File: src/rtl/dcs_pkg.sv
// Shared types and constants for the descriptor chain sequencer.
// Assumes 32-bit-word descriptors with fixed word offsets.
package dcs_pkg;

    // Sequencer state encoding.
    typedef enum logic [2:0] {
        ST_IDLE,
        ST_FETCH_LIST,
        ST_FETCH_LINK,
        ST_XFER,
        ST_CHECK_LINK,
        ST_CHECK_LIST,
        ST_HALT
    } seq_state_t;

    localparam int IDX_W      = 2;   // word index within a descriptor
    localparam int CNT_W      = 3;   // word count of a fetch
    localparam int LINK_WORDS = 4;
    localparam int LIST_WORDS = 2;

    // Word offsets inside a link descriptor.
    localparam logic [IDX_W-1:0] LK_SRC  = 2'd0;
    localparam logic [IDX_W-1:0] LK_DST  = 2'd1;
    localparam logic [IDX_W-1:0] LK_LEN  = 2'd2;
    localparam logic [IDX_W-1:0] LK_NEXT = 2'd3;

    // Word offsets inside a list descriptor.
    localparam logic [IDX_W-1:0] LS_NEXT  = 2'd0;
    localparam logic [IDX_W-1:0] LS_FIRST = 2'd1;

endpackage

File: src/rtl/dcs_fetch.sv
// Descriptor word fetcher. On a go pulse it reads cnt consecutive words
// from base, one request at a time, and presents each response with its
// index. Assumes go arrives only while idle and cnt is 1..4.
module dcs_fetch
    import dcs_pkg::*;
#(
    parameter int ADDR_W = 32
) (
    input  logic              clk,
    input  logic              rst_n,
    input  logic              go,
    input  logic [ADDR_W-1:0] base,
    input  logic [CNT_W-1:0]  cnt,
    output logic              fetch_busy,
    output logic              rd_req_valid,
    input  logic              rd_req_ready,
    output logic [ADDR_W-1:0] rd_req_addr,
    input  logic              rd_rsp_valid,
    input  logic [ADDR_W-1:0] rd_rsp_data,
    output logic              word_vld,
    output logic [IDX_W-1:0]  word_idx,
    output logic [ADDR_W-1:0] word_data,
    output logic              word_last
);

    localparam int BYTES_PER_WORD = ADDR_W / 8;

    typedef enum logic [1:0] {F_IDLE, F_REQ, F_WAIT} fst_t;

    fst_t              fst;
    logic [ADDR_W-1:0] addr_q;
    logic [IDX_W-1:0]  idx_q;
    logic [IDX_W-1:0]  last_q;

    // Request, response and status decode from the fetch state.
    always_comb begin
        rd_req_valid = (fst == F_REQ);
        rd_req_addr  = addr_q;
        word_vld     = (fst == F_WAIT) && rd_rsp_valid;
        word_idx     = idx_q;
        word_data    = rd_rsp_data;
        word_last    = word_vld && (idx_q == last_q);
        fetch_busy   = (fst != F_IDLE);
    end

    // Sequences request, wait for response, then next word or finish.
    always_ff @(posedge clk) begin
        if (!rst_n) begin
            fst    <= F_IDLE;
            addr_q <= '0;
            idx_q  <= '0;
            last_q <= '0;
        end else begin
            unique case (fst)
                F_IDLE: begin
                    if (go) begin
                        addr_q <= base;
                        idx_q  <= '0;
                        last_q <= IDX_W'(cnt - CNT_W'(1));
                        fst    <= F_REQ;
                    end
                end
                F_REQ: begin
                    if (rd_req_ready) fst <= F_WAIT;
                end
                F_WAIT: begin
                    if (rd_rsp_valid) begin
                        if (idx_q == last_q) begin
                            fst <= F_IDLE;
                        end else begin
                            idx_q  <= idx_q + IDX_W'(1);
                            addr_q <= addr_q + ADDR_W'(BYTES_PER_WORD);
                            fst    <= F_REQ;
                        end
                    end
                end
                default: fst <= F_IDLE;
            endcase
        end
    end

    AST_REQ_HOLD: assert property (@(posedge clk) disable iff (!rst_n)
        (rd_req_valid && !rd_req_ready) |=> (rd_req_valid && $stable(rd_req_addr)));

endmodule

File: src/rtl/dcs_ptrs.sv
// Pointer and mode registers. Software writes them while the sequencer
// is idle. While the sequencer is busy only its own loads apply and
// software writes are dropped. Stored pointers are always aligned.
module dcs_ptrs
    import dcs_pkg::*;
#(
    parameter int ADDR_W    = 32,
    parameter int ALIGN_LSB = 5
) (
    input  logic              clk,
    input  logic              rst_n,
    input  logic              sw_we,
    input  logic [1:0]        sw_sel,
    input  logic [ADDR_W-1:0] sw_wdata,
    input  logic              seq_busy,
    input  logic              ld_link,
    input  logic [ADDR_W-1:0] ld_link_val,
    input  logic              ld_list,
    input  logic [ADDR_W-1:0] ld_list_val,
    output logic [ADDR_W-1:0] cur_link,
    output logic [ADDR_W-1:0] cur_list,
    output logic              ext_en
);

    localparam logic [ADDR_W-1:0] PTR_MASK =
        {{(ADDR_W-ALIGN_LSB){1'b1}}, {ALIGN_LSB{1'b0}}};

    localparam logic [1:0] SEL_LINK = 2'd0;
    localparam logic [1:0] SEL_LIST = 2'd1;
    localparam logic [1:0] SEL_CTRL = 2'd2;

    // Applies sequencer loads when busy, otherwise software writes.
    always_ff @(posedge clk) begin
        if (!rst_n) begin
            cur_link <= '0;
            cur_list <= '0;
            ext_en   <= 1'b0;
        end else if (seq_busy) begin
            if (ld_link) cur_link <= ld_link_val & PTR_MASK;
            if (ld_list) cur_list <= ld_list_val & PTR_MASK;
        end else if (sw_we) begin
            unique case (sw_sel)
                SEL_LINK: cur_link <= sw_wdata & PTR_MASK;
                SEL_LIST: cur_list <= sw_wdata & PTR_MASK;
                SEL_CTRL: ext_en   <= sw_wdata[0];
                default: ;
            endcase
        end
    end

    AST_MODE_FROZEN: assert property (@(posedge clk) disable iff (!rst_n)
        seq_busy |=> $stable(ext_en));

endmodule

File: src/rtl/dcs_ctrl.sv
// Chain-walking state machine. It fetches list and link descriptors,
// starts a transfer per link, tests the end-of-links and end-of-lists
// flags (bit 0 of each next pointer) and halts. Assumes the mover raises
// done only after the start pulse it was given.
module dcs_ctrl
    import dcs_pkg::*;
#(
    parameter int ADDR_W    = 32,
    parameter int ALIGN_LSB = 5
) (
    input  logic              clk,
    input  logic              rst_n,
    input  logic              sw_start,
    input  logic              ext_en,
    input  logic [ADDR_W-1:0] cur_link,
    input  logic [ADDR_W-1:0] cur_list,
    output logic              fetch_go,
    output logic [ADDR_W-1:0] fetch_base,
    output logic [CNT_W-1:0]  fetch_cnt,
    input  logic              fetch_busy,
    input  logic              word_vld,
    input  logic [IDX_W-1:0]  word_idx,
    input  logic [ADDR_W-1:0] word_data,
    input  logic              word_last,
    output logic              xfer_start,
    output logic [ADDR_W-1:0] xfer_src,
    output logic [ADDR_W-1:0] xfer_dst,
    output logic [ADDR_W-1:0] xfer_len,
    input  logic              xfer_done,
    output logic              ld_link,
    output logic [ADDR_W-1:0] ld_link_val,
    output logic              ld_list,
    output logic [ADDR_W-1:0] ld_list_val,
    output logic              busy,
    output logic              done
);

    localparam logic [ADDR_W-1:0] PTR_MASK =
        {{(ADDR_W-ALIGN_LSB){1'b1}}, {ALIGN_LSB{1'b0}}};

    seq_state_t        state;
    logic              go_q;
    logic [ADDR_W-1:0] base_q;
    logic [CNT_W-1:0]  cnt_q;
    logic [ADDR_W-1:0] nlist_q;
    logic [ADDR_W-1:0] src_q;
    logic [ADDR_W-1:0] dst_q;
    logic [ADDR_W-1:0] len_q;
    logic [ADDR_W-1:0] nlink_q;
    logic              xs_q;
    logic              done_q;

    // Drives the fetch request, mover outputs and status.
    always_comb begin
        fetch_go   = go_q;
        fetch_base = base_q;
        fetch_cnt  = cnt_q;
        xfer_start = xs_q;
        xfer_src   = src_q;
        xfer_dst   = dst_q;
        xfer_len   = len_q;
        busy       = (state != ST_IDLE);
        done       = done_q;
    end

    // Drives pointer register loads for link advance and list entry.
    always_comb begin
        ld_link     = 1'b0;
        ld_link_val = word_data;
        if (state == ST_CHECK_LINK) begin
            ld_link     = 1'b1;
            ld_link_val = nlink_q;
        end else if ((state == ST_FETCH_LIST) && word_vld && (word_idx == LS_FIRST)) begin
            ld_link     = 1'b1;
        end
        ld_list     = (state == ST_CHECK_LIST) && !nlist_q[0];
        ld_list_val = nlist_q;
    end

    // Main chain walk: state, descriptor capture and fetch launch.
    always_ff @(posedge clk) begin
        if (!rst_n) begin
            state   <= ST_IDLE;
            go_q    <= 1'b0;
            base_q  <= '0;
            cnt_q   <= '0;
            nlist_q <= '0;
            src_q   <= '0;
            dst_q   <= '0;
            len_q   <= '0;
            nlink_q <= '0;
            xs_q    <= 1'b0;
            done_q  <= 1'b0;
        end else begin
            go_q <= 1'b0;
            xs_q <= 1'b0;
            unique case (state)
                ST_IDLE: begin
                    if (sw_start) begin
                        done_q <= 1'b0;
                        go_q   <= 1'b1;
                        if (ext_en) begin
                            base_q <= cur_list;
                            cnt_q  <= CNT_W'(LIST_WORDS);
                            state  <= ST_FETCH_LIST;
                        end else begin
                            base_q <= cur_link;
                            cnt_q  <= CNT_W'(LINK_WORDS);
                            state  <= ST_FETCH_LINK;
                        end
                    end
                end
                ST_FETCH_LIST: begin
                    if (word_vld && (word_idx == LS_NEXT)) nlist_q <= word_data;
                    if (word_last) begin
                        go_q   <= 1'b1;
                        base_q <= word_data & PTR_MASK;
                        cnt_q  <= CNT_W'(LINK_WORDS);
                        state  <= ST_FETCH_LINK;
                    end
                end
                ST_FETCH_LINK: begin
                    if (word_vld) begin
                        unique case (word_idx)
                            LK_SRC:  src_q   <= word_data;
                            LK_DST:  dst_q   <= word_data;
                            LK_LEN:  len_q   <= word_data;
                            LK_NEXT: nlink_q <= word_data;
                            default: ;
                        endcase
                    end
                    if (word_last) begin
                        xs_q  <= 1'b1;
                        state <= ST_XFER;
                    end
                end
                ST_XFER: begin
                    if (xfer_done && !xs_q) state <= ST_CHECK_LINK;
                end
                ST_CHECK_LINK: begin
                    if (!nlink_q[0]) begin
                        go_q   <= 1'b1;
                        base_q <= nlink_q & PTR_MASK;
                        cnt_q  <= CNT_W'(LINK_WORDS);
                        state  <= ST_FETCH_LINK;
                    end else if (ext_en) begin
                        state <= ST_CHECK_LIST;
                    end else begin
                        state <= ST_HALT;
                    end
                end
                ST_CHECK_LIST: begin
                    if (!nlist_q[0]) begin
                        go_q   <= 1'b1;
                        base_q <= nlist_q & PTR_MASK;
                        cnt_q  <= CNT_W'(LIST_WORDS);
                        state  <= ST_FETCH_LIST;
                    end else begin
                        state <= ST_HALT;
                    end
                end
                ST_HALT: begin
                    done_q <= 1'b1;
                    state  <= ST_IDLE;
                end
                default: state <= ST_IDLE;
            endcase
        end
    end

    AST_BUSY_DONE_EXCL: assert property (@(posedge clk) disable iff (!rst_n)
        !(busy && done));
    AST_START_CLEARS_DONE: assert property (@(posedge clk) disable iff (!rst_n)
        (sw_start && !busy) |=> (busy && !done));
    AST_GO_WHEN_FETCH_IDLE: assert property (@(posedge clk) disable iff (!rst_n)
        fetch_go |-> !fetch_busy);
    AST_IDLE_NO_FETCH: assert property (@(posedge clk) disable iff (!rst_n)
        (state == ST_IDLE) |-> !fetch_busy);

endmodule

File: src/rtl/dma_chain_seq.sv
// Top of the two-level descriptor chain sequencer: pointer registers,
// chain-walking control and the descriptor word fetcher. Assumes an
// external data mover honours the start/done handshake.
module dma_chain_seq
    import dcs_pkg::*;
#(
    parameter int ADDR_W    = 32,
    parameter int ALIGN_LSB = 5
) (
    input  logic              clk,
    input  logic              rst_n,
    input  logic              cfg_we,
    input  logic [1:0]        cfg_sel,
    input  logic [ADDR_W-1:0] cfg_wdata,
    input  logic              sw_start,
    output logic              rd_req_valid,
    input  logic              rd_req_ready,
    output logic [ADDR_W-1:0] rd_req_addr,
    input  logic              rd_rsp_valid,
    input  logic [ADDR_W-1:0] rd_rsp_data,
    output logic              xfer_start,
    output logic [ADDR_W-1:0] xfer_src,
    output logic [ADDR_W-1:0] xfer_dst,
    output logic [ADDR_W-1:0] xfer_len,
    input  logic              xfer_done,
    output logic              busy,
    output logic              done
);

    logic [ADDR_W-1:0] cur_link;
    logic [ADDR_W-1:0] cur_list;
    logic              ext_en;
    logic              ld_link;
    logic [ADDR_W-1:0] ld_link_val;
    logic              ld_list;
    logic [ADDR_W-1:0] ld_list_val;
    logic              fetch_go;
    logic [ADDR_W-1:0] fetch_base;
    logic [CNT_W-1:0]  fetch_cnt;
    logic              fetch_busy;
    logic              word_vld;
    logic [IDX_W-1:0]  word_idx;
    logic [ADDR_W-1:0] word_data;
    logic              word_last;

    dcs_ptrs #(.ADDR_W(ADDR_W), .ALIGN_LSB(ALIGN_LSB)) u_ptrs (
        .clk         (clk),
        .rst_n       (rst_n),
        .sw_we       (cfg_we),
        .sw_sel      (cfg_sel),
        .sw_wdata    (cfg_wdata),
        .seq_busy    (busy),
        .ld_link     (ld_link),
        .ld_link_val (ld_link_val),
        .ld_list     (ld_list),
        .ld_list_val (ld_list_val),
        .cur_link    (cur_link),
        .cur_list    (cur_list),
        .ext_en      (ext_en)
    );

    dcs_ctrl #(.ADDR_W(ADDR_W), .ALIGN_LSB(ALIGN_LSB)) u_ctrl (
        .clk         (clk),
        .rst_n       (rst_n),
        .sw_start    (sw_start),
        .ext_en      (ext_en),
        .cur_link    (cur_link),
        .cur_list    (cur_list),
        .fetch_go    (fetch_go),
        .fetch_base  (fetch_base),
        .fetch_cnt   (fetch_cnt),
        .fetch_busy  (fetch_busy),
        .word_vld    (word_vld),
        .word_idx    (word_idx),
        .word_data   (word_data),
        .word_last   (word_last),
        .xfer_start  (xfer_start),
        .xfer_src    (xfer_src),
        .xfer_dst    (xfer_dst),
        .xfer_len    (xfer_len),
        .xfer_done   (xfer_done),
        .ld_link     (ld_link),
        .ld_link_val (ld_link_val),
        .ld_list     (ld_list),
        .ld_list_val (ld_list_val),
        .busy        (busy),
        .done        (done)
    );

    dcs_fetch #(.ADDR_W(ADDR_W)) u_fetch (
        .clk          (clk),
        .rst_n        (rst_n),
        .go           (fetch_go),
        .base         (fetch_base),
        .cnt          (fetch_cnt),
        .fetch_busy   (fetch_busy),
        .rd_req_valid (rd_req_valid),
        .rd_req_ready (rd_req_ready),
        .rd_req_addr  (rd_req_addr),
        .rd_rsp_valid (rd_rsp_valid),
        .rd_rsp_data  (rd_rsp_data),
        .word_vld     (word_vld),
        .word_idx     (word_idx),
        .word_data    (word_data),
        .word_last    (word_last)
    );

    AST_XFER_PULSE: assert property (@(posedge clk) disable iff (!rst_n)
        xfer_start |=> !xfer_start);
    AST_NO_READ_WHILE_XFER: assert property (@(posedge clk) disable iff (!rst_n)
        xfer_start |-> !rd_req_valid);

endmodule

File: config.mk
export PLATFORM = sky130hd
export DESIGN_NAME = dma_chain_seq
export DESIGN_NICKNAME = d
export VERILOG_FILES = /design/src/rtl/dcs_pkg.sv /design/src/rtl/dcs_fetch.sv /design/src/rtl/dcs_ptrs.sv /design/src/rtl/dcs_ctrl.sv /design/src/rtl/dma_chain_seq.sv
export SDC_FILE = /design/constraint.sdc
export NUM_CORES = 1
export LEC_CHECK = 0
export BUFFER_PORTS_ARGS = -buffer_cell sky130_fd_sc_hd__buf_4
export CORE_ASPECT_RATIO = 0.5
export CORE_MARGIN = 2
export CORE_UTILIZATION = 61
export CTS_CLUSTER_DIAMETER = 50
export DETAILED_ROUTE_END_ITERATION = 10
export PLACE_DENSITY_LB_ADDON = 0.15
export SLEW_MARGIN = 10
export SYNTH_ARGS = -nofsm -noshare
export SYNTH_HDL_FRONTEND = slang
export SYNTH_SLANG_ARGS = --single-unit
export TNS_END_PERCENT = 5
File: constraint.sdc
create_clock -name clk -period 2.6 [get_ports clk]
set_input_delay 0.26 -clock clk [delete_from_list [all_inputs] [get_ports clk]]
set_output_delay 0.26 -clock clk [all_outputs]
set_load 0.03 [all_outputs]
==> results by group <==
STA
  • Final worst path period need: 2.46 ns
  • Final WS setup: 0.143 ns
  • Fmax: 407 MHz
  • RSZ-0062 raised after global routing: false
  • Final Hold Vio Count: 0
  • Worst-Margin Slew: 0.881 ns
  • # setup viols final: 0
  • Final Skew: 0.0115 ns
  • Max-slew violations: 0
  • Max transition margin: 41.3%
  • Tcrit/Tclk final: 94.5%
  • Setup TNS: 0 ns

Synth
  • FF+latch count, synth: 277
  • Seq/Total Area, Yosys: 44.0%
  • Post-Syn Area per Cell: 7.90 µm²
  • EDFF count, synth: 0
  • Area of the mapped netlist: 0.0126 mm²
  • Yosys warns: 0
  • Synth async-reset ratio: 0%
  • Predominant post-synthesis flop cell: dfxtp_1
  • Post-synthesis cell count: 1594
  • Synth cell types: 63

Critical path
  • Crit-path slowest cell: buf_4
  • Kind of cell adding the most delay to the critical path: buffers and inverters
  • R2R setup slack: 0.30 ns
  • Crit path top cell by count: buf_4
  • FF-to-FF path depth: 5
  • Worst R2R Start: u_fetch.fst[0]$_SDFFE_PN0P_
  • Crit path kind: flip-flop to output port
  • Worst Path Buf+Inv: 4
  • WP data arrival: 2.20 ns
  • Max stage delay on crit path: 0.45 ns
  • Startpoint Class: flip-flop
  • Reg2reg end: u_fetch.rd_req_addr[29]$_SDFFE_PN0P_
  • Crit path max fanout: 34
  • Setup crit start: u_ctrl.state[2]$_SDFFE_PN0P_
  • Crit end category: output port
  • CP required: 2.34 ns
  • Levels on crit path: 5
  • Sequence of cells on the critical path: buf_4 -> nor3_2 -> buf_4 -> inv_1 -> buf_4

Clock network
  • Postcts setup bufs: 0
  • # H-tree levels: 1
  • Clk sinks: 277
  • Clock-pin slew on the worst setup and hold paths: 0.07 ns
  • Maximum buffer depth of the clock tree: 3
  • CTS tree: yes
  • Clock Latency Late Sink: 0.54 ns
  • CTS buffer count: 25
  • Root Driver: clkbuf_16

Min path
  • Hold Crit Start: rd_rsp_data[28]
  • Hold Path Depth: 3
  • Hold Path End: u_ctrl.ld_list_val[28]$_SDFFE_PN0P_
  • Worst hold path class: primary input to flip-flop

Placed design
  • Number of port buffers: 198
  • Dpl ws: 0.385 ns
  • Detailed-placement wirelength estimate: 26300 µm
  • Area of placed instances: 0.0143 mm²
  • RePlAce Congestion: 0.871

Detailed routing
  • DRT Pass-1 Iters: 5
  • DR vias/cell: 6.15
  • Vias: 12.5k
  • Per-cell routed wire length: 19.7 µm
  • DRC viols: 0
  • Routed Antenna Nets: 0
  • Initial DRC Count: 1202
  • Routed WL: 40000 µm

Power and ir drop
  • Leak: 5.67 nW
  • Pwr dens: 657 mW/mm²
  • Worst vdd ir: 0.517 mV

Finish
  • Final nets: 1819
  • Commonest non-fill, non-tap cell in the layout: nand2_1
  • Filler cells: 1534
  • Area delta synth->final: 20.6%
  • Ratio of cells with drive above 1 in the final layout: 17.1%
  • Most frequent cells in the layout: nand2_1 (420), dfxtp_1 (274), a21oi_1 (241)
  • Final Cell Area: 0.0152 mm²
  • ANT cells: 0

GRT
  • First-pass GRT wire length: 63800 µm
  • Initial antenna violation count: 0
  • Gr usage total: 36.1%
  • Gr ovfl total: 0
  • Largest net degree at the start of global routing: 141
  • Vias in the first global route: 11.9k

Run
  • Max Cap Viol: 0

Floorplan
  • Number of core rows: 37
  • Core footprint: 0.0204 mm²
  • Die Width: 207 µm
  • Starting Density: 61.7%
  • Die area: 0.0219 mm²
  • Die height: 106 µm
  • Top-Level Pins: 205

Status
  • Status: finished, final reports clean
[layer usage]
metal / share of wire (%) / global-route usage (%)
met4: 2.1 / 9.49
met5: 0 / 0
met2: 44 / 56.2
met3: 12 / 10.8
met1: 42 / 49.1
[stage by stage]
step,util [%],hold slack [ns],std cells,power [mW]
floorplan,-,0.396,1595,5.56
global placement,69.8,0.425,1979,6.03
detailed placement,69.8,0.433,1979,6.09
CTS,74.4,0.000828,2033,9.96
global route,74.4,0.0138,2033,10.3
finish,74.4,0.00928,2033,9.99
[worst min-delay path, cell delays in order]
cell and delay (ns):
buf_4 0.14, nand2_1 0.05, a21oi_1 0.05
[sequential cells by signal, summed over array words and instances (netlist names), 27 cells and up]
| name | count |
|---|---|
| u_ctrl.xfer_src | 32 |
| u_ctrl.xfer_len | 32 |
| u_ctrl.xfer_dst | 32 |
| u_ctrl.fetch_base | 27 |
| u_ctrl.nlink_q | 28 |
| u_ptrs.cur_link | 27 |
| u_ptrs.cur_list | 27 |
| u_fetch.rd_req_addr | 30 |
| u_ctrl.ld_list_val | 28 |
[cell families (layout without fill, tap and decap cells)]
family | count (synthesis) | in the layout | synth area share, %
AOI/OAI and AO/OA | 424 | 424 | 19.9
DFF | 277 | 277 | 44.0
buffers and inverters | 140 | 305 | 4.95
adders and majority gates | 5 | 5 | 0.497
muxes | 112 | 112 | 8.90
xor gates and xnor gates | 4 | 4 | 0.278
and+or+nand+nor | 631 | 631 | 21.4
other | 1 | 2 | 0.0298
[Yosys cell counts, types with 2 or more instances]
cell,count,share of area (%)
nor2b_1,4,0.20
or2_2,3,0.15
a211oi_1,32,1.9
a32oi_1,4,0.28
nand3_1,44,1.7
or4_1,2,0.12
or3_1,2,0.099
nor3b_1,3,0.18
a21oi_1,241,9.6
buf_1,7,0.21
nor3_1,10,0.40
mux2i_1,112,8.9
a41oi_1,2,0.14
and2_1,4,0.20
nor2_1,80,2.4
o22ai_1,2,0.099
nor3b_2,2,0.20
o31ai_1,3,0.18
dfxtp_1,277,44
a22oi_1,2,0.12
nand2b_1,5,0.25
nand4b_1,3,0.21
xor2_1,3,0.21
inv_1,7,0.21
o211ai_1,58,3.5
buf_4,7,0.42
buf_2,45,1.8
o21ai_0,47,1.9
a311oi_1,4,0.28
o21a_1,2,0.12
and3b_1,2,0.14
o31a_1,2,0.14
buf_6,2,0.18
nand4_1,13,0.65
and3_1,19,0.94
clkbuf_1,71,2.1
a31oi_1,9,0.45
ha_1,5,0.50
nand2_1,420,13
o221ai_1,4,0.28
nor4_1,4,0.20
and4_1,5,0.35
[where the power goes]
part / leakage [nW] / internal (mW) / total, mW / switching [mW]
clock: 0.423 / 2.26 / 3.93 / 1.68
combinational: 3.01 / 0.545 / 1.54 / 0.991
sequential: 2.24 / 4.39 / 4.52 / 0.124
total: 5.67 / 7.20 / 9.99 / 2.79
[cell type report]
type	count	area (µm²)	share of cell area, %
Timing Repair Buffer	251	1950	12.9
Multi-Input combinational cell	1178	6450	42.5
Tap cell	273	342	2.25
Sequential cell	277	5550	36.5
Clock inverter	9	133	0.873
Inverter	8	35.0	0.231
Clock buffer	37	731	4.81
[worst max-delay path by stage]
| stage | to |
|---|---|
| 2_1_floorplan | u_fetch.rd_req_addr[20]$_SDFFE_PN0P_ |
| 3_3_place_gp | u_fetch.rd_req_addr[29]$_SDFFE_PN0P_ |
| 3_5_place_dp | u_fetch.rd_req_addr[29]$_SDFFE_PN0P_ |
| 4_1_cts | busy |
| 5_1_grt | busy |
| 6_report | busy |
[repair_timing]
item | 4_1_cts | 5_1_grt
hold endpoints to repair | 16 | 0
hold buffers | 8 | 0
gates resized for setup | 0 | 0
Note: power is estimated with default switching activity, not from simulation.
